File: config.mk
export PLATFORM = sky130hd
export DESIGN_NAME = tdm_tx_slot
export DESIGN_NICKNAME = d
export VERILOG_FILES = /design/src/rtl/tdm_tx_pkg.sv /design/src/rtl/tdm_rst_sync.sv /design/src/rtl/tdm_mask_bank.sv /design/src/rtl/tdm_slot_seq.sv /design/src/rtl/tdm_word_shifter.sv /design/src/rtl/tdm_tx_slot.sv
export SDC_FILE = /design/constraint.sdc
export NUM_CORES = 1
export LEC_CHECK = 0
export BUFFER_PORTS_ARGS = -buffer_cell sky130_fd_sc_hd__buf_2
export CORE_MARGIN = 5
export CORE_UTILIZATION = 55
export CTS_BUF_LIST = sky130_fd_sc_hd__clkbuf_16
export DETAILED_ROUTE_END_ITERATION = 6
export PLACE_DENSITY = 0.72
export SETUP_SLACK_MARGIN = 0.02
export SLEW_MARGIN = 40
export SYNTH_ARGS = -nofsm -noshare
export SYNTH_HDL_FRONTEND = slang
export SYNTH_SLANG_ARGS = --single-unit
File: constraint.sdc
create_clock -name clk -period 52.4 [get_ports clk]
set_clock_uncertainty 0.1 [all_clocks]
set_input_delay 10.48 -clock clk [delete_from_list [all_inputs] [get_ports clk]]
set_output_delay 10.48 -clock clk [all_outputs]
set_load 0.05 [all_outputs]
File: src/rtl/tdm_tx_pkg.sv
package tdm_tx_pkg;

  localparam int CFG_W  = 32;
  localparam int CODE_W = 8;

  typedef enum logic {
    BANK_SELECT  = 1'b0,
    BANK_COMPAND = 1'b1
  } cfg_bank_e;

  // 16-bit signed linear sample to 8-bit mu-law code
  function automatic logic [CODE_W-1:0] mulaw_encode(input logic [15:0] lin);
    logic        sign;
    logic [16:0] mag;
    logic [15:0] biased;
    logic [2:0]  expo;
    logic [3:0]  mant;
    sign = lin[15];
    mag  = sign ? ({1'b0, ~lin} + 17'd1) : {1'b0, lin};
    if (mag > 17'd32635) mag = 17'd32635;
    biased = 16'(mag) + 16'd132;
    expo = '0;
    for (int i = 0; i < 8; i++) begin
      if (biased[7+i]) expo = 3'(i);
    end
    mant = 4'(biased >> ({1'b0, expo} + 4'd3));
    return ~{sign, expo, mant};
  endfunction

endpackage

File: src/rtl/tdm_rst_sync.sv
module tdm_rst_sync (
  input  logic clk,
  input  logic arst_n,
  output logic srst_n
);

  logic [1:0] sync_q;

  always_ff @(posedge clk or negedge arst_n) begin
    if (!arst_n) sync_q <= 2'b00;
    else         sync_q <= {sync_q[0], 1'b1};
  end

  assign srst_n = sync_q[1];

endmodule

File: src/rtl/tdm_mask_bank.sv
module tdm_mask_bank #(
  parameter int NUM_SLOTS = 128,
  parameter int REG_W     = 32,
  localparam int NUM_REGS = NUM_SLOTS / REG_W,
  localparam int IDX_W    = (NUM_REGS > 1) ? $clog2(NUM_REGS) : 1
) (
  input  logic                 clk,
  input  logic                 rst_n,
  input  logic                 we_i,
  input  logic [IDX_W-1:0]     idx_i,
  input  logic [REG_W-1:0]     data_i,
  input  logic                 commit_i,
  output logic [NUM_SLOTS-1:0] mask_o
);

  logic [NUM_REGS-1:0][REG_W-1:0] pend_q, pend_d;
  logic [NUM_REGS-1:0][REG_W-1:0] act_q, act_d;

  for (genvar r = 0; r < NUM_REGS; r++) begin : g_word
    assign pend_d[r] = (we_i && (idx_i == IDX_W'(r))) ? data_i : pend_q[r];
  end

  // frame sync moves the pending copy into service
  assign act_d  = commit_i ? pend_q : act_q;
  // mask seen by a slot being loaded in this cycle
  assign mask_o = act_d;

  always_ff @(posedge clk or negedge rst_n) begin
    if (!rst_n) begin
      pend_q <= '0;
      act_q  <= '0;
    end else begin
      if (we_i)     pend_q <= pend_d;
      if (commit_i) act_q  <= act_d;
    end
  end

  AST_MASK_HOLD: assert property (@(posedge clk) disable iff (!rst_n)
    !commit_i |=> $stable(act_q)) else $error("mask changed without frame sync");

endmodule

File: src/rtl/tdm_slot_seq.sv
module tdm_slot_seq #(
  parameter int NUM_SLOTS = 128,
  parameter int SLOT_LEN  = 16,
  localparam int SW = $clog2(NUM_SLOTS),
  localparam int BW = $clog2(SLOT_LEN)
) (
  input  logic          clk,
  input  logic          rst_n,
  input  logic          fsync_i,
  input  logic [SW-1:0] last_slot_i,
  output logic          run_o,
  output logic [SW-1:0] slot_o,
  output logic          load_o,
  output logic [SW-1:0] load_slot_o
);

  logic          run_q, run_d;
  logic [SW-1:0] slot_q, slot_d;
  logic [BW-1:0] bit_q, bit_d;
  logic [SW-1:0] last_q, last_d;
  logic          end_bit, at_last, seq_en;

  always_comb begin
    end_bit     = run_q && (bit_q == BW'(SLOT_LEN-1));
    at_last     = (slot_q == last_q);
    load_o      = fsync_i || (end_bit && !at_last);
    load_slot_o = fsync_i ? '0 : slot_q + SW'(1);
    seq_en      = fsync_i || run_q;
    run_d  = run_q;
    slot_d = slot_q;
    bit_d  = bit_q;
    last_d = last_q;
    if (fsync_i) begin
      run_d  = 1'b1;
      slot_d = '0;
      bit_d  = '0;
      last_d = (last_slot_i > SW'(NUM_SLOTS-1)) ? SW'(NUM_SLOTS-1) : last_slot_i;
    end else if (end_bit) begin
      bit_d = '0;
      if (at_last) run_d  = 1'b0;
      else         slot_d = slot_q + SW'(1);
    end else if (run_q) begin
      bit_d = bit_q + BW'(1);
    end
  end

  always_ff @(posedge clk or negedge rst_n) begin
    if (!rst_n) begin
      run_q  <= 1'b0;
      slot_q <= '0;
      bit_q  <= '0;
      last_q <= '0;
    end else if (seq_en) begin
      run_q  <= run_d;
      slot_q <= slot_d;
      bit_q  <= bit_d;
      last_q <= last_d;
    end
  end

  assign run_o  = run_q;
  assign slot_o = slot_q;

  AST_FSYNC_RESTART: assert property (@(posedge clk) disable iff (!rst_n)
    fsync_i |=> (run_q && slot_q == '0 && bit_q == '0)) else $error("no restart");
  AST_SLOT_STEP: assert property (@(posedge clk) disable iff (!rst_n)
    (end_bit && !at_last && !fsync_i) |=> (slot_q == $past(slot_q) + SW'(1))) else $error("slot skip");
  AST_SLOT_BOUND: assert property (@(posedge clk) disable iff (!rst_n)
    run_q |-> (slot_q <= last_q)) else $error("slot past last");
  AST_SLOT_HELD: assert property (@(posedge clk) disable iff (!rst_n)
    (!run_q && !fsync_i) |=> $stable(slot_q)) else $error("idle slot moved");

endmodule

File: src/rtl/tdm_word_shifter.sv
module tdm_word_shifter #(
  parameter int DATA_W = 16
) (
  input  logic              clk,
  input  logic              rst_n,
  input  logic              load_i,
  input  logic              shift_i,
  input  logic              drive_i,
  input  logic [DATA_W-1:0] word_i,
  output logic              bit_o,
  output logic              drive_o
);

  logic [DATA_W-1:0] sh_q, sh_d;
  logic              drv_q, drv_d;
  logic              sh_en;

  always_comb begin
    sh_en = load_i || shift_i;
    sh_d  = load_i ? word_i : {sh_q[DATA_W-2:0], 1'b0};
    drv_d = load_i ? drive_i : drv_q;
  end

  always_ff @(posedge clk or negedge rst_n) begin
    if (!rst_n) begin
      sh_q  <= '0;
      drv_q <= 1'b0;
    end else if (sh_en) begin
      sh_q  <= sh_d;
      drv_q <= drv_d;
    end
  end

  assign bit_o   = sh_q[DATA_W-1];
  assign drive_o = drv_q;

  AST_LOAD_MSB: assert property (@(posedge clk) disable iff (!rst_n)
    load_i |=> (bit_o == $past(word_i[DATA_W-1]))) else $error("MSB not first");
  AST_DRIVE_HELD: assert property (@(posedge clk) disable iff (!rst_n)
    !load_i |=> $stable(drive_o)) else $error("drive changed mid slot");

endmodule

File: src/rtl/tdm_tx_slot.sv
module tdm_tx_slot
  import tdm_tx_pkg::*;
#(
  parameter int NUM_SLOTS = 128,
  parameter int DATA_W    = 16,
  localparam int SW       = $clog2(NUM_SLOTS),
  localparam int NUM_REGS = NUM_SLOTS / CFG_W,
  localparam int IDX_W    = (NUM_REGS > 1) ? $clog2(NUM_REGS) : 1
) (
  input  logic              clk,
  input  logic              rst_n,
  input  logic              fsync_i,
  input  logic              mc_en_i,
  input  logic [SW-1:0]     last_slot_i,
  input  logic              cfg_we_i,
  input  logic              cfg_bank_i,
  input  logic [IDX_W-1:0]  cfg_idx_i,
  input  logic [CFG_W-1:0]  cfg_data_i,
  input  logic              in_valid_i,
  input  logic [DATA_W-1:0] in_data_i,
  output logic              in_ready_o,
  output logic              sd_o,
  output logic              sd_oe_o,
  output logic [SW-1:0]     cur_slot_o,
  output logic              underflow_o
);

  logic                 rst_sync_n;
  logic [NUM_SLOTS-1:0] sel_mask, cmp_mask;
  logic                 sel_we, cmp_we;
  logic                 run, load;
  logic [SW-1:0]        slot, load_slot;
  logic                 drive_nx, cmp_nx, starve;
  logic [DATA_W-1:0]    comp_word, word_nx;
  logic                 tx_bit, tx_drive;
  logic                 uflow_q, uflow_d;

  tdm_rst_sync i_rst_sync (
    .clk    (clk),
    .arst_n (rst_n),
    .srst_n (rst_sync_n)
  );

  assign sel_we = cfg_we_i && (cfg_bank_e'(cfg_bank_i) == BANK_SELECT);
  assign cmp_we = cfg_we_i && (cfg_bank_e'(cfg_bank_i) == BANK_COMPAND);

  tdm_mask_bank #(.NUM_SLOTS(NUM_SLOTS), .REG_W(CFG_W)) i_sel_bank (
    .clk      (clk),
    .rst_n    (rst_sync_n),
    .we_i     (sel_we),
    .idx_i    (cfg_idx_i),
    .data_i   (cfg_data_i),
    .commit_i (fsync_i),
    .mask_o   (sel_mask)
  );

  tdm_mask_bank #(.NUM_SLOTS(NUM_SLOTS), .REG_W(CFG_W)) i_cmp_bank (
    .clk      (clk),
    .rst_n    (rst_sync_n),
    .we_i     (cmp_we),
    .idx_i    (cfg_idx_i),
    .data_i   (cfg_data_i),
    .commit_i (fsync_i),
    .mask_o   (cmp_mask)
  );

  tdm_slot_seq #(.NUM_SLOTS(NUM_SLOTS), .SLOT_LEN(DATA_W)) i_seq (
    .clk         (clk),
    .rst_n       (rst_sync_n),
    .fsync_i     (fsync_i),
    .last_slot_i (last_slot_i),
    .run_o       (run),
    .slot_o      (slot),
    .load_o      (load),
    .load_slot_o (load_slot)
  );

  always_comb begin
    drive_nx   = mc_en_i && sel_mask[load_slot];
    cmp_nx     = cmp_mask[load_slot];
    in_ready_o = load && drive_nx;
    starve     = in_ready_o && !in_valid_i;
    comp_word  = {mulaw_encode(in_data_i[DATA_W-1 -: 16]), {(DATA_W-CODE_W){1'b0}}};
    if (!drive_nx || !in_valid_i) word_nx = '0;
    else if (cmp_nx)              word_nx = comp_word;
    else                          word_nx = in_data_i;
    uflow_d = uflow_q || starve;
  end

  tdm_word_shifter #(.DATA_W(DATA_W)) i_shifter (
    .clk     (clk),
    .rst_n   (rst_sync_n),
    .load_i  (load),
    .shift_i (run),
    .drive_i (drive_nx),
    .word_i  (word_nx),
    .bit_o   (tx_bit),
    .drive_o (tx_drive)
  );

  always_ff @(posedge clk or negedge rst_sync_n) begin
    if (!rst_sync_n) uflow_q <= 1'b0;
    else if (starve) uflow_q <= uflow_d;
  end

  assign sd_oe_o     = run && tx_drive;
  assign sd_o        = sd_oe_o && tx_bit;
  assign cur_slot_o  = slot;
  assign underflow_o = uflow_q;

  AST_POP_DRIVES: assert property (@(posedge clk) disable iff (!rst_sync_n)
    (in_ready_o && in_valid_i) |=> sd_oe_o) else $error("taken word not driven");
  AST_MC_OFF_SILENT: assert property (@(posedge clk) disable iff (!rst_sync_n)
    (load && !mc_en_i) |=> !sd_oe_o) else $error("slot driven while disabled");
  AST_NO_POP_IDLE: assert property (@(posedge clk) disable iff (!rst_sync_n)
    (!run && !fsync_i) |-> !in_ready_o) else $error("take outside frame");
  AST_UFLOW_STICKY: assert property (@(posedge clk) disable iff (!rst_sync_n)
    underflow_o |=> underflow_o) else $error("underflow cleared");
  AST_STARVE_ZERO: assert property (@(posedge clk) disable iff (!rst_sync_n)
    (in_ready_o && !in_valid_i) |=> (sd_oe_o && !sd_o)) else $error("starved slot not zero");

endmodule

== Yosys cells after proc, flatten, opt, wreduce, memory -nomap -nowiden ==
Cells that the tools add are included.
Cells by class
  order comparisons: 3
  bitwise operators: 3
  reduce and logical (&&, ||, !) cells: 42
  shifts and indexed selects: 1
  multiplexer cells: 29
  equal/unequal tests: 6
  add/subtract/negate cells: 5
Operators with widths (number)
  $mux W128: 2
  $mux W16: 4
  $mux W7: 5
  $reduce_and A2 Y1: 11
  $add A16 B1 Y17 const B: 1
  $gt A17 B15 Y1 const B: 1
  $logic_and A1 B1 Y1: 17
  $mux W17: 1
  $add A16 B8 Y16 const B: 1
  $not A16 Y16: 1
  $shr A16 B4 Y4: 1
  $mux W3: 5
  $bmux W1 S7: 2
  $mux W4: 3
  $lt A7 B8 Y1 const B: 1
  $not A8 Y8: 1
  $add A7 B1 Y7 const B: 1
  $eq A7 B7 Y1: 1
  $gt A7 B7 Y1 const B: 1
  $mux W1: 6
  $reduce_and A3 Y1: 2
  $logic_or A1 B1 Y1: 5
  $add A3 B2 Y4 const B: 1
  $add A4 B1 Y4 const B: 1
  10 further kinds: 14
Storage, ports and cells
  output and inout port bits: 11
  word-level logic and storage cells: 113
  input bits: 64
  flip-flop bits (word level): 551

== Depth between registers and ports, before layout ==
  depth after elaboration: 19
  gate-level depth with buffers: 17
  mapped depth without buffers: 13

== Modules after synthesis ==
A second synthesis with hierarchy kept.
Second synthesis, totals
  cell total of the unflattened synthesis: 1859
  area, all modules: 27299.9 um^2
Modules (own cells, without submodules)
  tdm_mask_bank: sequential area each 6406.1 um^2, cells an instance 684, area an instance 10970.5 um^2, times used 2
  tdm_tx_slot: sequential area each 25.0 um^2, cells an instance 336, area an instance 3524.6 um^2, times used 1
  tdm_slot_seq: sequential area each 475.5 um^2, cells an instance 81, area an instance 1001.0 um^2, times used 1
  tdm_word_shifter: sequential area each 425.4 um^2, cells an instance 71, area an instance 779.5 um^2, times used 1
  tdm_rst_sync: sequential area each 50.0 um^2, cells an instance 3, area an instance 53.8 um^2, times used 1

== Worst setup path after synthesis ==
Ideal clock, no wire load.
  path type: input to output
  from: in fsync_i
  to: out in_ready_o
  stages on the path: 10
  data arrival time: 12.648 ns
  required time: 41.820 ns
  slack: 29.172 ns
  cell sequence: clkbuf_1 > clkbuf_1 > nor2_1 > mux2i_1 > clkbuf_1 > o311a_1 > nor3b_1 > a211o_1 > o31ai_1 > inv_1
Between the ends
  word-level cells in the longest chain between the ends: 5
Ends and longest elaborated chain
  start: declaration: line tdm_tx_slot.sv:12  | input logic fsync_i,
  $mux W128 / $mux W7 (equally long branches): line tdm_mask_bank.sv:24, tdm_slot_seq.sv:27
  $bmux W1 S7: line tdm_tx_slot.sv:79  | drive_nx = mc_en_i && sel_mask[load_slot];
  $mux W1 (implied by the code): line tdm_tx_slot.sv:79
  $logic_and A1 B1 Y1: line tdm_tx_slot.sv:79
  $logic_and A1 B1 Y1 (*): line tdm_tx_slot.sv:81  | in_ready_o = load && drive_nx;
  end: declaration: line tdm_tx_slot.sv:21  | output logic in_ready_o,
Mark *: on every way between the ends. The rest lies on a longest branch, timed or not. The select of a mux whose other input is x is not followed.

== Final worst setup path ==
Ends and elaborated chain as after synthesis.

==> impl_metrics.py <==
metrics = {
    "status": {
        "status": "finished, final reports clean",
    },
    "worst_setup_path": {
        "cp_max_fo": 107,
        "cp-startpoint": "fsync_i",
        "r2r-end": "i_shifter.sh_q[11]$_DFFE_PN0P_",
        "crit_chain": "buf_8 > or2_1 > nor2_1 > a221oi_1 > mux2i_1 > a311oi_1 > nor3_1 > a211o_1 > o31ai_1 > inv_1 > buf_2",
        "worstSetupStartpointType": "input port",
        "cp.required_ns": 41.82,
        "critPathSlowestCell": "or2_1",
        "cp-endpoint": "in_ready_o",
        "cpPeakStageDelay_ns": 0.61,
        "reg2reg_depth": 13,
        "end_kind": "primary output",
        "r2r-start": "i_seq.slot_o[0]$_DFFE_PN0P_",
        "rrSetupSlack_ns": 46.83,
        "critical_path_class": "input port to primary output",
        "worst_ep_arrival_time_ns": 13.95,
    },
    "synth": {
        "syn_inst": 1833,
        "yosysTopAreaCell": "dfrtp_1",
        "yosys_most_used_dff": "dfrtp_1",
        "ys_types": 83,
        "synth_area_um2": 24900,
        "synth_area_leaders": "dfrtp_1, mux2_2, mux4_2",
        "syn-num-nets": 1900,
        "seq_area_frac_synth_pct": 55.3,
        "ys_warn_count": 0,
        "avgSynthCellArea_um2": 13.6,
        "netlist.area_leader.share_pct": 55.3,
        "synth_seq_cells": 551,
        "synth_edf_count": 0,
        "async_reset_ff_share_pct": 100,
    },
    "clock_network": {
        "postCtsSetupBuffers": 0,
        "clk_latency_ns": 0.60,
        "clockRootBuffer": "clkbuf_16",
        "cts_made_buffers": 55,
        "hold_buffers": 0,
        "clock-sinks": 551,
        "cts_tree": "done",
        "clockBufferDepth": 3,
        "path_clk_slew_ns": 0.06,
        "cts.repair.resized": 0,
        "htree_levels": 2,
    },
    "global_routing": {
        "grt_first_pass_wirelength_um": 91000,
        "grt.overflow.total": 0,
        "grt_max_degree": 108,
        "grt_pass1_vias": 15900,
        "grt_antenna_before_repair": 1,
        "grt_usage_pct": 22.8,
    },
    "detailed_routing": {
        "wire_per_inst_um": 22.3,
        "drc": 0,
        "wl_um": 56000,
        "ant_nets": 0,
        "vias": 15100,
        "drt_iter0_drc": 1175,
        "routed_via_density": 6.04,
        "drtPass1Iterations": 5,
    },
    "power": {
        "p_leak_nw": 11.8,
        "vdd_drop_max_mv": 0.0355,
        "p_total_w": 0.00117,
        "powerDensity_nw_per_um2": 42.6,
    },
    "sta": {
        "setup_viol": 0,
        "slew_viol_final": 0,
        "fin_setup_tns_ns": 0,
        "rsz0062_at_grt": "no",
        "tightest_slew_ns": 0.845,
        "layout_min_cycle_time_ns": 24.53,
        "slew_headroom_pct": 43.7,
        "fmax_mhz": 40.8,
        "fin_crit_sh_pct": 46.8,
        "hold_violations": 0,
    },
    "floorplanning": {
        "fp-row-count": 78,
        "die_w_um": 223,
        "core_area_um2": 45100,
        "die-area_um2": 49700,
        "io_pins": 75,
        "die_h_um": 223,
        "initial_utilization_pct": 55.3,
    },
    "placement": {
        "port_buffers": 74,
        "hpwl_um": 35900,
        "gp_congestion": 0.876,
    },
    "final_layout": {
        "final_common_cell": "dfrtp_1",
        "syn2layout_area_growth_pct": 10.4,
        "final_cell_mix": "dfrtp_1, mux2_2, nand2_1",
        "num_antenna_cells": 0,
        "nets": 1936,
        "drive_above_1_share_pct": 40.5,
    },
    "job": {
        "maxCapViolCount": 0,
    },
    "hold_path": {
        "hold_class": "register to async pin",
    },
}
## how the worst min path moves through the flow
stage,start,to,slack (ns),depth (start not counted)
after global routing,i_rst_sync.sync_q[1]$_DFF_PN0_,i_cmp_bank.act_q[63]$_DFFE_PN0P_,0.17,0
after detailed placement,i_rst_sync.sync_q[0]$_DFF_PN0_,i_rst_sync.sync_q[1]$_DFF_PN0_,0.24,0
after floorplan,i_rst_sync.sync_q[0]$_DFF_PN0_,i_rst_sync.sync_q[1]$_DFF_PN0_,0.23,0
final,i_rst_sync.sync_q[1]$_DFF_PN0_,i_cmp_bank.act_q[63]$_DFFE_PN0P_,0.13,0
after CTS,i_rst_sync.sync_q[0]$_DFF_PN0_,i_rst_sync.sync_q[1]$_DFF_PN0_,0.26,0
after global placement,i_rst_sync.sync_q[0]$_DFF_PN0_,i_rst_sync.sync_q[1]$_DFF_PN0_,0.23,0
## logic make-up after synthesis
| family | Yosys count | synth area share (%) |
|---|---|---|
| multiplexers | 618 | 29.2 |
| flip-flops | 551 | 55.3 |
| AND/OR/NAND/NOR | 266 | 5.31 |
| AO/OA/AOI/OAI | 217 | 6.31 |
| buffers and inverters | 145 | 2.52 |
| XOR/XNOR | 32 | 1.15 |
| adder cells (fa/ha/maj) | 3 | 0.151 |
| other | 1 | 0.0150 |
## synthesized netlist by cell type (6+ instances only)
| library cell | number |
|---|---|
| nor4_1 | 11 |
| a31oi_1 | 7 |
| o31ai_1 | 7 |
| dfrtp_1 | 551 |
| o221ai_1 | 12 |
| nor2b_1 | 10 |
| nor3_1 | 22 |
| nand3_1 | 14 |
| o22ai_1 | 14 |
| nor3b_1 | 7 |
| buf_2 | 25 |
| and3_1 | 6 |
| nor2_1 | 55 |
| o21ai_0 | 58 |
| o21a_1 | 7 |
| and2_1 | 7 |
| a21oi_1 | 21 |
| mux2_2 | 521 |
| mux2i_1 | 61 |
| nand2_1 | 88 |
| xor2_1 | 17 |
| o21ai_1 | 6 |
| nand4_1 | 6 |
| inv_1 | 24 |
| xnor2_1 | 14 |
| clkbuf_1 | 84 |
| a211oi_1 | 18 |
| mux4_2 | 35 |
| o211ai_1 | 9 |
| nand2b_1 | 10 |
## state kept, by name, indices dropped and copies added, names as in the netlist, 4 cells and up
name,flops
i_cmp_bank.act_q,128
i_cmp_bank.pend_q,128
i_sel_bank.act_q,128
i_sel_bank.pend_q,128
i_shifter.sh_q,16
i_seq.last_q,7
i_seq.slot_o,7
i_seq.bit_q,4
## per-layer routing
metal	routed length (um)	up-vias	track usage, %
met2	26400	321	36.2
met3	2670	82	3.89
met1	25800	7986	33.3
met4	1090	2	5.51
li1	-	6748	-
met5	9	-	0
## layout make-up
cell class	instances	area (um2)
fill	3547	17600
inverter	24	90.1
clock inverter	37	184
multi-input combinational	1137	10600
sequential	551	13800
clock buffer	57	1430
tap	600	751
timing repair buffer	100	668
## stage by stage
stage               worst slack, ns  cell area, um2  std cells  hold slack [ns]  util, %
floorplan                     29.17           24900       1833            0.231        -
global placement              27.81           25800       2408            0.234     57.2
detailed placement            27.70           25900       2411            0.238     57.4
CTS                           27.70           27500       2505            0.256     60.9
global route                  27.59           27500       2506            0.166     61.0
finish                        27.87           27500       2506            0.134     61.0
## power breakdown
| part | total [W] | internal [W] | switching [W] |
|---|---|---|---|
| Clock | 0.000357 | 0.000199 | 0.000158 |
| Combinational | 0.000236 | 0.000126 | 0.000111 |
| Sequential | 0.000578 | 0.000524 | 0.0000545 |
| Total | 0.00117 | 0.000848 | 0.000323 |
## worst max-delay path, delay by kind of cell
family / cells / cell delay (ns)
buffers and inverters: 3 / 0.84
and+or+nand+nor: 3 / 0.83
muxes: 1 / 0.12
AOI/OAI and AO/OA: 4 / 1.57
Power figures use the tool's default switching activity.
